## config.mk

```make
export PLATFORM = sky130hd
export DESIGN_NAME = exc_entry_unit
export DESIGN_NICKNAME = d
export VERILOG_FILES = /design/src/rtl/exc_entry_pkg.sv /design/src/rtl/exc_irq_arb.sv /design/src/rtl/exc_vec_calc.sv /design/src/rtl/exc_entry_unit.sv
export SDC_FILE = /design/constraint.sdc
export NUM_CORES = 1
export LEC_CHECK = 0
export BUFFER_PORTS_ARGS = -buffer_cell sky130_fd_sc_hd__buf_2
export CORE_MARGIN = 2
export CORE_UTILIZATION = 50
export DETAILED_ROUTE_END_ITERATION = 10
export HOLD_SLACK_MARGIN = 0.06
export PLACE_DENSITY = 0.9
export SLEW_MARGIN = 20
export SYNTH_ARGS = -nofsm -noshare
export SYNTH_HDL_FRONTEND = slang
export SYNTH_SLANG_ARGS = --single-unit
```

## constraint.sdc

```tcl
create_clock -name clk -period 3.6 [get_ports clk]
set_input_delay 0.36 -clock clk [delete_from_list [all_inputs] [get_ports clk]]
set_output_delay 0.36 -clock clk [all_outputs]
set_load 0.03 [all_outputs]
```

## src/rtl/exc_entry_pkg.sv

```systemverilog
package exc_entry_pkg;

    localparam int N_IRQ        = 4;
    localparam int CAUSE_W      = 4;
    localparam int TRAP_W       = 8;
    localparam int OFS_W        = 14;
    localparam int IRQ_BASE_IPL = 3;
    localparam int SLOT_SHIFT   = 7;
    localparam int TRAP_SHIFT   = 6;
    localparam logic [OFS_W-1:0] TRAP_TBL_LO = OFS_W'(14'h1000);
    localparam logic [OFS_W-1:0] TRAP_TBL_HI = OFS_W'(14'h2000);

    typedef enum logic [CAUSE_W-1:0] {
        CAUSE_RESET    = 4'd0,
        CAUSE_MCHK     = 4'd1,
        CAUSE_IPI      = 4'd2,
        CAUSE_TIMER    = 4'd3,
        CAUSE_DEVICE   = 4'd4,
        CAUSE_MEMFLT   = 4'd5,
        CAUSE_UNALIGN  = 4'd6,
        CAUSE_ILLOP    = 4'd7,
        CAUSE_ARITH    = 4'd8,
        CAUSE_FPOFF    = 4'd9,
        CAUSE_CALLTRAP = 4'd10
    } cause_e;

    typedef struct packed {
        logic                take;
        logic                err;
        logic [CAUSE_W-1:0]  code;
    } decision_t;

    // Interrupt line i maps to cause (device - i): 0 dev, 1 timer, 2 ipi, 3 mchk
    function automatic logic [CAUSE_W-1:0] irq_line_cause(input int idx);
        return CAUSE_W'(int'(CAUSE_DEVICE) - idx);
    endfunction

    function automatic logic [OFS_W-1:0] fixed_offset(input logic [CAUSE_W-1:0] c);
        return OFS_W'({c, {SLOT_SHIFT{1'b0}}});
    endfunction

    function automatic logic [OFS_W-1:0] calltrap_offset(input logic [TRAP_W-1:0] n);
        logic [OFS_W-1:0] slot;
        slot = OFS_W'({n[TRAP_W-2:0], {TRAP_SHIFT{1'b0}}});
        return (n[TRAP_W-1] ? TRAP_TBL_HI : TRAP_TBL_LO) + slot;
    endfunction

endpackage

```

## src/rtl/exc_irq_arb.sv

```systemverilog
module exc_irq_arb
    import exc_entry_pkg::*;
#(
    parameter int IPL_W = 3
) (
    input  logic [N_IRQ-1:0]   pend,
    input  logic [IPL_W-1:0]   ipl,
    input  logic               priv,
    output logic               valid,
    output logic [CAUSE_W-1:0] cause
);

    logic [N_IRQ-1:0] elig;

    // Line g stays eligible up to IPL (IRQ_BASE_IPL + g)
    generate
        for (genvar g = 0; g < N_IRQ; g++) begin : g_elig
            assign elig[g] = pend[g] && !priv && (int'(ipl) <= IRQ_BASE_IPL + g);
        end
    endgenerate

    // Higher line index has higher priority; last match wins
    always_comb begin
        valid = 1'b0;
        cause = CAUSE_RESET;
        for (int i = 0; i < N_IRQ; i++) begin
            if (elig[i]) begin
                valid = 1'b1;
                cause = irq_line_cause(i);
            end
        end
    end

endmodule

```

## src/rtl/exc_vec_calc.sv

```systemverilog
module exc_vec_calc
    import exc_entry_pkg::*;
(
    input  logic [CAUSE_W-1:0] code,
    input  logic [TRAP_W-1:0]  trap_num,
    output logic               known,
    output logic [OFS_W-1:0]   offset
);

    always_comb begin
        known  = (code <= CAUSE_CALLTRAP);
        offset = (code == CAUSE_CALLTRAP) ? calltrap_offset(trap_num)
                                          : fixed_offset(code);
    end

endmodule

```

## src/rtl/exc_entry_unit.sv

```systemverilog
module exc_entry_unit
    import exc_entry_pkg::*;
#(
    parameter int PC_W  = 32,
    parameter int IPL_W = 3
) (
    input  logic               clk,
    input  logic               rst,
    input  logic [N_IRQ-1:0]   irq_pend,
    input  logic               exc_req,
    input  logic [CAUSE_W-1:0] exc_cause,
    input  logic [TRAP_W-1:0]  trap_num,
    input  logic [PC_W-1:0]    cur_pc,
    input  logic [IPL_W-1:0]   cur_ipl,
    input  logic               priv_mode,
    input  logic [PC_W-1:0]    base_addr,
    output logic [PC_W-1:0]    new_pc,
    output logic [PC_W-1:0]    exc_addr,
    output logic               priv_out,
    output logic               taken,
    output logic               cause_err
);

    logic               irq_valid;
    logic [CAUSE_W-1:0] irq_cause;
    logic [CAUSE_W-1:0] sel_code;
    logic               sel_known;
    logic [OFS_W-1:0]   sel_ofs;
    logic               dead_q;
    decision_t          dec;

    exc_irq_arb #(.IPL_W(IPL_W)) u_arb (
        .pend  (irq_pend),
        .ipl   (cur_ipl),
        .priv  (priv_mode),
        .valid (irq_valid),
        .cause (irq_cause)
    );

    assign sel_code = exc_req ? exc_cause : irq_cause;

    exc_vec_calc u_vec (
        .code     (sel_code),
        .trap_num (trap_num),
        .known    (sel_known),
        .offset   (sel_ofs)
    );

    // Exception first, then interrupt; nothing in the dead cycle
    always_comb begin
        dec = '{take: 1'b0, err: 1'b0, code: sel_code};
        if (!dead_q) begin
            if (exc_req) begin
                dec.take = sel_known;
                dec.err  = !sel_known;
            end else if (irq_valid) begin
                dec.take = 1'b1;
            end
        end
    end

    always_ff @(posedge clk) begin
        if (rst) begin
            new_pc    <= '0;
            exc_addr  <= '0;
            priv_out  <= 1'b1;
            taken     <= 1'b0;
            cause_err <= 1'b0;
            dead_q    <= 1'b0;
        end else begin
            taken     <= dec.take;
            cause_err <= dec.err;
            dead_q    <= dec.take;
            priv_out  <= dec.take ? 1'b1 : priv_mode;
            if (dec.take) begin
                new_pc   <= base_addr + PC_W'(sel_ofs);
                exc_addr <= {cur_pc[PC_W-1:1], cur_pc[0] | priv_mode};
            end
        end
    end

endmodule

```

== After elaboration in Yosys (flattened, before gate mapping) ==
Cells that the tools add are included.

* Output and inout port bits: 67
* Bits in registers: 67
* Input port bits: 87

* $add $sub $neg: 2
* Reductions and logical operators: 12
* Magnitude comparators: 5
* Mux-type cells: 15
* Bitwise logic cells: 2
* Equality and inequality tests: 1

{| class="wikitable"
|+ Operators with widths
! cell !! number
|-
| adder 32 x 14 -> 32 bit || 1
|-
| 2-to-1 mux 14 bit || 2
|-
| adder 14 x 13 -> 14 bit || 1
|-
| 2-to-1 mux 3 bit || 4
|-
| less-or-equal comparator 3 bit, second input constant || 3
|-
| logical AND 1 bit || 8
|-
| 2-to-1 mux 1 bit || 7
|-
| equality test 4 bit, second input constant || 1
|-
| less-or-equal comparator 4 bit, second input constant || 1
|-
| 2-to-1 mux 4 bit || 1
|-
| less-or-equal comparator 3 x 2 -> 1 bit, second input constant || 1
|-
| OR reduction 3 bit || 1
|-
| logical NOT 1 bit || 2
|-
| 2-to-1 mux 2 bit || 1
|-
| OR reduction 2 bit || 1
|-
| NOT 1 bit || 1
|-
| OR 1 bit || 1
|}

== Depth between registers and ports, before layout ==
Gate-level depths: netlist (run 1).

* Depth in word-level cells: 13
* Gate-level depth with buffers: 11

== Hierarchy ==
From an unflattened synthesis (run 1), not the netlist that was laid out.

* Cells, all modules: 467
* Area, all modules: 3,729.8 sq um

{| class="wikitable"
|+ Modules (own cells, without submodules)
! module !! cells an instance !! times used !! area each (sq um) !! sequential area each (sq um)
|-
| exc_entry_unit || 425 || 1 || 3,453.3 || 1,341.3
|-
| exc_vec_calc || 27 || 1 || 176.4 || 0.0
|-
| exc_irq_arb || 15 || 1 || 100.1 || 0.0
|}

== Worst setup path before layout (run 1) ==
Ideal clock, no wire load.

* Path type: input -> register
* Start point: in exc_cause[2]
* End point: reg new_pc[26]
* Arrival: 2.398 ns
* Slack: 1.128 ns
* Stages on the path: 10
* Required time: 3.526 ns
* Buffers on the path: 0
* Library setup time: 0.074 ns
* Path through: nand2b_1 nor3_1 and2_1 ha_1 fa_1 a211oi_1 o211ai_2 nand3_1 or3_1 a31oi_1

* Cells in the longest elaborated chain, start to end: 4
* Elaborated cells between the ends (all ways): 7
* Classes of those cells: add/sub (1); order compare (1); eq/ne (1); mux (4)

{| class="wikitable"
|+ RTL lines
! what !! line !! RTL
|-
| from (decl) || exc_entry_unit.sv:11 || <nowiki>input logic [CAUSE_W-1:0] exc_cause,</nowiki>
|-
| 2-to-1 mux 4 bit (*) || exc_entry_unit.sv:40 || <nowiki>assign sel_code = exc_req ? exc_cause : irq_cause;</nowiki>
|-
| equality test 4 bit / less-or-equal comparator 4 bit (equally long branches) || exc_vec_calc.sv:12, exc_vec_calc.sv:11 ||
|-
| 2-to-1 mux 14 bit / 2-to-1 mux 1 bit (equally long branches) || exc_vec_calc.sv:12, exc_entry_unit.sv:53 ||
|-
| adder 32 x 14 -> 32 bit / 2-to-1 mux 2 bit (equally long branches) || exc_entry_unit.sv:76, exc_entry_unit.sv:52 ||
|-
| to (signal assigned) || exc_entry_unit.sv:76 || <nowiki>new_pc <= base_addr + PC_W'(sel_ofs);</nowiki>
|-
| to (decl) || exc_entry_unit.sv:17 || <nowiki>output logic [PC_W-1:0] new_pc,</nowiki>
|}

Every way passes the cells marked *; elsewhere a longest branch is shown, timed or not.
A chain may end at the register's enable or synchronous reset.

== Final worst setup path (run 1) ==
* Start point: in exc_req
* End point: reg new_pc[26]

* Cells in the longest elaborated chain, start to end: 4
* Elaborated cells between the ends (all ways): 7
* Classes of those cells: add/sub (1); order compare (1); eq/ne (1); mux (4)

{| class="wikitable"
|+ RTL lines
! what !! line !! RTL
|-
| from (decl) || exc_entry_unit.sv:10 || <nowiki>input logic exc_req,</nowiki>
|-
| 2-to-1 mux 4 bit || exc_entry_unit.sv:40 ||
|-
| equality test 4 bit / less-or-equal comparator 4 bit (equally long branches) || exc_vec_calc.sv:12, exc_vec_calc.sv:11 ||
|-
| 2-to-1 mux 14 bit / 2-to-1 mux 1 bit (equally long branches) || exc_vec_calc.sv:12, exc_entry_unit.sv:53 ||
|-
| adder 32 x 14 -> 32 bit / 2-to-1 mux 2 bit (equally long branches) || exc_entry_unit.sv:76, exc_entry_unit.sv:52 ||
|}

Parallel ways exist; a longest one is shown, timed or not.

==> flow_summary.toml, run 1 <==
[sta]
fin_crit_ps = 2687
setup_viol = 0
fmax_ghz = 0.3721
slew_headroom_pct = 50.73
min_period_over_period_pct = 74.65
rsz0062_at_grt = "false"
hold_viol_final = 0
drv_slew = 0
whs_ps = 241.7
worstMarginPinSlew_ps = 739.1
fin_skew_ps = 8.580
tns_ps = 0

[clocking]
cts-root-buf = "clkbuf_8"
cts_tree = "done"
clock-sinks = 67
htreeDepth = 3
cts.path.max_buffers = 2
clk_latency_ps = 340
cts-resized-gates = 0
holdBufCountCts = 0
cts_buffers = 9
cts_setup_buffers = 0
cts.clk_slew.worst_paths_ps = 80

[setup_path]
path_cells = "buf_2, nand2_1, nor3_1, and2_1, ha_1, o211ai_1, a21oi_2, nand3_1, or3_1, a31oi_1"
slowest_delay_ps = 560
cp.required_ps = 3870
worst-setup-path-type = "input pin to flip-flop"
endpoint_kind = "flip-flop"
setup.worst_path.start_class = "input pin"
cp.arrival_ps = 2960
critPathMaxFanout = 16
slowest_stage = "a21oi_2"

[yosys]
ys.flop_type = "dfxtp_1"
yosys-top-cells-count = "96 x nand2_1, 67 x dfxtp_1, 50 x a21oi_1, 28 x nor2_1, 18 x a211oi_1"
netlist_area_sq_mm = 0.003204
synth-compound-area-share_pct = 22.80
synthMostInstantiatedCell = "nand2_1"
synth-edff-count = 0
muxShareOfSynthArea_pct = 0
synth_top_area_share_pct = 41.86
synthSimpleGateAreaFrac_pct = 21.28
synth_nets = 492
synth_top_area_cell = "dfxtp_1"
synthTopCellsByArea = "dfxtp_1 42%, nand2_1 11%, a21oi_1 7.8%, a211oi_1 4.2%, xor2_1 3.8%"
synth_warnings = 0
yosysSeqAreaShare_pct = 41.86
ys_types = 43
synth.avg_cell_area_sq_um = 8.112
synthXorXnorAreaFrac_pct = 5.467
synthesis.instances = 395
async_flop_share_pct = 0
synthAdderAreaFrac_pct = 4.139
synth_top_family_by_area = "compound AO/OA/AOI/OAI gates"
synth_seq_cells = 67

[worst_hold_path]
hp-class = "input pin to flip-flop"

[routing]
dr.pass1.iters = 4
vias_per_cell = 5.337
wirelength_microns = 8230
num_vias = 3325
dr.first_iter.drc_count = 136
drtAntennaViolNets = 0
wl_per_cell_microns = 13.21
drc = 0

[cells_and_area]
multiInputGateArea_sq_mm = 0.001720
num-fill-cells = 550
final-seq-area_sq_mm = 0.001341
drive_gt1_share_pct = 32.97
area_growth_pct = 30.22
n_antenna_cell = 0
layout.nets = 638

[power]
power.density_mw_per_mm2 = 479.2
peakVddDrop_mv = 0.4016
leakagePower_uw = 0.001989

[die]
io_pins = 154
core_sq_mm = 0.006277
die-area_sq_mm = 0.007065
initial_utilization_pct = 51.05
fp-row-count = 29
die_w_microns = 84.06
die_y_microns = 84.06

[grt]
grt_start_max_net_pins = 52
grt_pass1_vias = 3215
grt_pass1_wl_microns = 13880
antenna_found_initial = 0
gr-total-overflow = 0
grt.total_usage_pct = 23.68

[placement]
routabilityCongestion = 0.9222
hpwl_microns = 6224
io_buffers = 153

[status]
status = "completed"

[flow_run]
maxCapViolations = 0
## power by group
part	switching (uW)	total (uW)	internal, uW
clock	297	619	323
combinational	357	530	173
sequential	36.6	850	814
total	691	2000	1310
## layer usage
metal | wire (microns) | global-route usage, % | vias to the layer above | part of all wire [%]
li1 | - | - | 1677 | -
met1 | 3471 | 27.00 | 1478 | 42
met2 | 3924 | 41.99 | 152 | 48
met3 | 663 | 4.946 | 18 | 8.1
met4 | 172 | 11.00 | 0 | 2.1
met5 | 0 | 0 | - | 0
## critical path: cells and delay by family
kind            cells  cell delay (ps)
simple gates        5             1310
fa+ha+maj           1              240
compound gates      3              900
buf+inv             1              150
## metrics by stage
stage	cells	cell area (sq um)	utilization (%)	setup WS, ps	total power (uW)
5_1_grt	623	4173	66.47	640.1	2104
4_1_cts	623	4173	66.47	971.9	2019
6_report	623	4173	66.47	912.7	2000
3_5_place_dp	607	3973	63.28	627.6	1398
2_1_floorplan	395	3204	-	1128	1231
3_3_place_gp	607	3973	63.28	764.0	1384
## final timing paths
path / from / endpoint / slack, ps / cells past startpoint
setup / recovery: exc_req / new_pc[26] / 910 / 10
hold / removal: cur_pc[10] / exc_addr[10] / 240 / 3
setup reg to reg: dead_q / exc_addr[29] / 2010 / 4
hold reg to reg: exc_addr[28] / exc_addr[28] / 450 / 2
## state kept, by name, indices dropped and copies added (netlist names)
signal,count
cause_err,1
dead_q,1
exc_addr,32
new_pc,32
priv_out,1
## kinds of logic after synthesis
| family | Yosys count |
|---|---|
| buf+inv | 27 |
| fa+ha+maj | 10 |
| flops | 67 |
| compound gates | 111 |
| xor+xnor | 20 |
| simple gates | 160 |
## layout make-up
class                           instances  area share [%]
Sequential cell                        67           32.14
Tap cell                               77           2.309
Timing Repair Buffer                  157           19.07
Clock buffer                            9           2.969
Clock inverter                          7           1.829
Multi-Input combinational cell        301           41.23
Inverter                                5          0.4498
## placed cells by master (no fill, tap or decap), drive strengths merged, types with 2 or more instances in the layout
cell type / instances
xor2: 14
a31oi: 2
a21o: 5
and3: 3
nor2: 28
o21ai: 9
a211o: 4
nor3: 5
a21oi: 51
nor4: 3
o21bai: 2
o211ai: 8
clkinvlp: 2
dfxtp: 67
nand4: 5
a211oi: 19
clkbuf: 9
ha: 9
and2: 2
a22o: 2
nand2: 96
xnor2: 6
o2111ai: 6
nand3: 9
inv: 6
or3: 3
buf: 157
clkinv: 3
Power figures use the tool's default switching activity.
==> inputs of run 2 (changes only) <==
ABC_AREA = 1   (was unset)
CORE_UTILIZATION = 48   (was 50)
PLACE_DENSITY = 0.85   (was 0.9)
clock period = 2.7 ns   (was 3.6 ns; I/O delays follow)
==> flow_summary.toml, run 2 <==
[clocking]
cts-resized-gates = 0
cts_tree = "done"
cts.clk_slew.worst_paths_ps = 80
cts_setup_buffers = 0
clock-sinks = 67
clk_latency_ps = 330
holdBufCountCts = 0
cts-root-buf = "clkbuf_8"
htreeDepth = 3
cts_buffers = 9
cts.path.max_buffers = 2

[cells_and_area]
multiInputGateArea_sq_mm = 0.001924
drive_gt1_share_pct = 27.84
area_growth_pct = 29.55
final_common_cell = "nand2_1"
final-seq-area_sq_mm = 0.001341
n_antenna_cell = 0
stdcell_count = 785
num-fill-cells = 669
final_cell_mix = "200 x nand2_1, 153 x buf_2, 92 x nand3_1"
fin_area_sq_mm = 0.004608
layout.nets = 778
top_regs = "exc_addr: 32 flops, new_pc: 32 flops"

[routing]
vias_per_cell = 4.973
dr.pass1.iters = 5
drc = 0
wirelength_microns = 9692
wl_per_cell_microns = 12.35
dr.first_iter.drc_count = 158
drtAntennaViolNets = 0
num_vias = 3904

[grt]
gr-total-overflow = 0
grt_pass1_vias = 3741
antenna_found_initial = 0
grt.total_usage_pct = 24.03
grt_start_max_net_pins = 36
grt_pass1_wl_microns = 16280

[placement]
place_ws_ps = 71.58
dpl.cell_count = 769
hpwl_microns = 7481
routabilityCongestion = 0.9116
placed_area_sq_mm = 0.004358
io_buffers = 153

[sta]
whs_ps = 120.0
setup_viol = 0
fin_skew_ps = 8.032
rsz0062_at_grt = "false"
tns_ps = 0
slew_headroom_pct = 63.20
fin_crit_ps = 2335
worstMarginPinSlew_ps = 551.2
fmax_ghz = 0.4283
hold_viol_final = 0
min_period_over_period_pct = 86.48
drv_slew = 0
setup_ws_ps = 365.0

[power]
p_comb_share_pct = 24.9
leakagePower_uw = 0.002639
power_frac_clock_pct = 35.6
power.density_mw_per_mm2 = 625.5
peakVddDrop_mv = 0.3517
switching_power_uw = 935.5
power.internal_uw = 1947
seq_power_share_pct = 39.5
sw_frac_of_total_pct = 32.46

[yosys]
yosys-top-cells-count = "200 x nand2_1, 92 x nand3_1, 67 x dfxtp_1, 46 x inv_1, 33 x nor2_1"
synth_nets = 630
synth_top_area_cell = "dfxtp_1"
synth-edff-count = 0
synth_top_area_share_pct = 37.71
synthesis.instances = 533
yosysSeqAreaShare_pct = 37.71
async_flop_share_pct = 0
ys.flop_type = "dfxtp_1"
synth_seq_cells = 67
synthMostInstantiatedCell = "nand2_1"
netlist_area_sq_mm = 0.003557
synth_warnings = 0
ys_types = 28
synth.avg_cell_area_sq_um = 6.674
synthTopCellsByArea = "dfxtp_1 38%, nand2_1 21%, nand3_1 13%, inv_1 4.9%, nor2_1 3.5%"

[flow_run]
maxCapViolations = 0

[setup_path]
slowest_delay_ps = 370
crit_path_frequent_cell = "nand2_1"
cp.required_ps = 2930
worst-setup-path-type = "input pin to flip-flop"
timing.critical_path.buf_inv = 2
cp.arrival_ps = 2570
endpoint_kind = "flip-flop"
path_delay_family = "simple AND/OR/NAND/NOR gates"
path_cells = "buf_2, nand3_1, a21oi_2, nand2_1, nand2_2, nand2_4, o21ai_0, inv_1, ha_1, nand2_1, nor2_1, nand2_1, nand3_1, nand2_1, nand2_1, nand2_1, nand2_1, nand2_1, nand2_1, nand2_1"
critPathMaxFanout = 7
setup.worst_path.start_class = "input pin"
slowest_stage = "ha_1"

[die]
die_y_microns = 90.09
fp-row-count = 31
io_pins = 154
core_sq_mm = 0.007214
die_w_microns = 90.09
initial_utilization_pct = 49.31
die-area_sq_mm = 0.008115

[worst_hold_path]
hp-class = "input pin to flip-flop"

[status]
status = "completed"
==> run 2: cell types whose count changed after synthesis, sizes merged, moves of 9 or more <==
cell / before / now
clkbuf: 13 / 4
nand3: 9 / 92
a21oi: 51 / 5
xor2: 14 / 5
a211oi: 19 / 0
nand2: 96 / 214
inv: 5 / 46
==> run 2: cell families (layout without fill, tap and decap cells) <==
logic type               Yosys count  after routing  share of synthesized area, %
buffers and inverters             66            219                         8.195
adder cells (fa/ha/maj)           10             10                         3.729
AO/OA/AOI/OAI                     18             18                         2.884
flip-flops                        67             67                         37.71
AND/OR/NAND/NOR                  357            357                         43.79
XOR/XNOR                          15             15                         3.693
==> run 2: cell type report <==
cell class,count,area share (%)
repair buffers,157,17.27
multi-input cells,400,41.76
inverters,46,3.747
clock inverters,6,2.444
clock buffers,10,2.987
well taps,99,2.688
flip-flops and latches,67,29.11
==> run 2: power groups by stage <==
stage | sequential (uW) | combinational (uW) | clock, uW
4_1_cts | 1140 | 718 | 1050
2_1_floorplan | 1360 | 280 | 0
6_report | 1140 | 718 | 1030
3_5_place_dp | 1160 | 715 | 0
3_3_place_gp | 1160 | 702 | 0
5_1_grt | 1150 | 779 | 1090
==> run 2: path summary, 6_finish.rpt <==
kind                            cells after the start  startpoint           end  slack (ps)
worst max-delay path                               20  cur_ipl[2]    new_pc[23]         370
worst min-delay path                                3  cur_pc[15]  exc_addr[15]         120
worst max register to register                      6      dead_q    new_pc[31]        1050
worst min register to register                      2   new_pc[6]     new_pc[6]         470
==> run 2: metal layers <==
layer	vias to the layer above	wire, microns	GRT usage [%]
met2	132	4814	42.61
met1	1757	4104	28.29
li1	1993	-	-
met5	-	0	0
met3	22	532	3.688
met4	0	240	11.54
==> run 2: worst register-to-register path: stages, from the launching register on <==
cell and delay (ps):
dfxtp_1 330, a21oi_1 280, nand2_4 270, nor2_4 170, buf_4 350, nand2_1 130
nand2_1 70
==> run 2: through the flow <==
step | total power [uW] | utilization [%]
final | 2882 | 63.87
after global routing | 3016 | 63.87
after CTS | 2903 | 63.87
after detailed placement | 1877 | 60.41
after global placement | 1858 | 60.41
after floorplan | 1641 | -
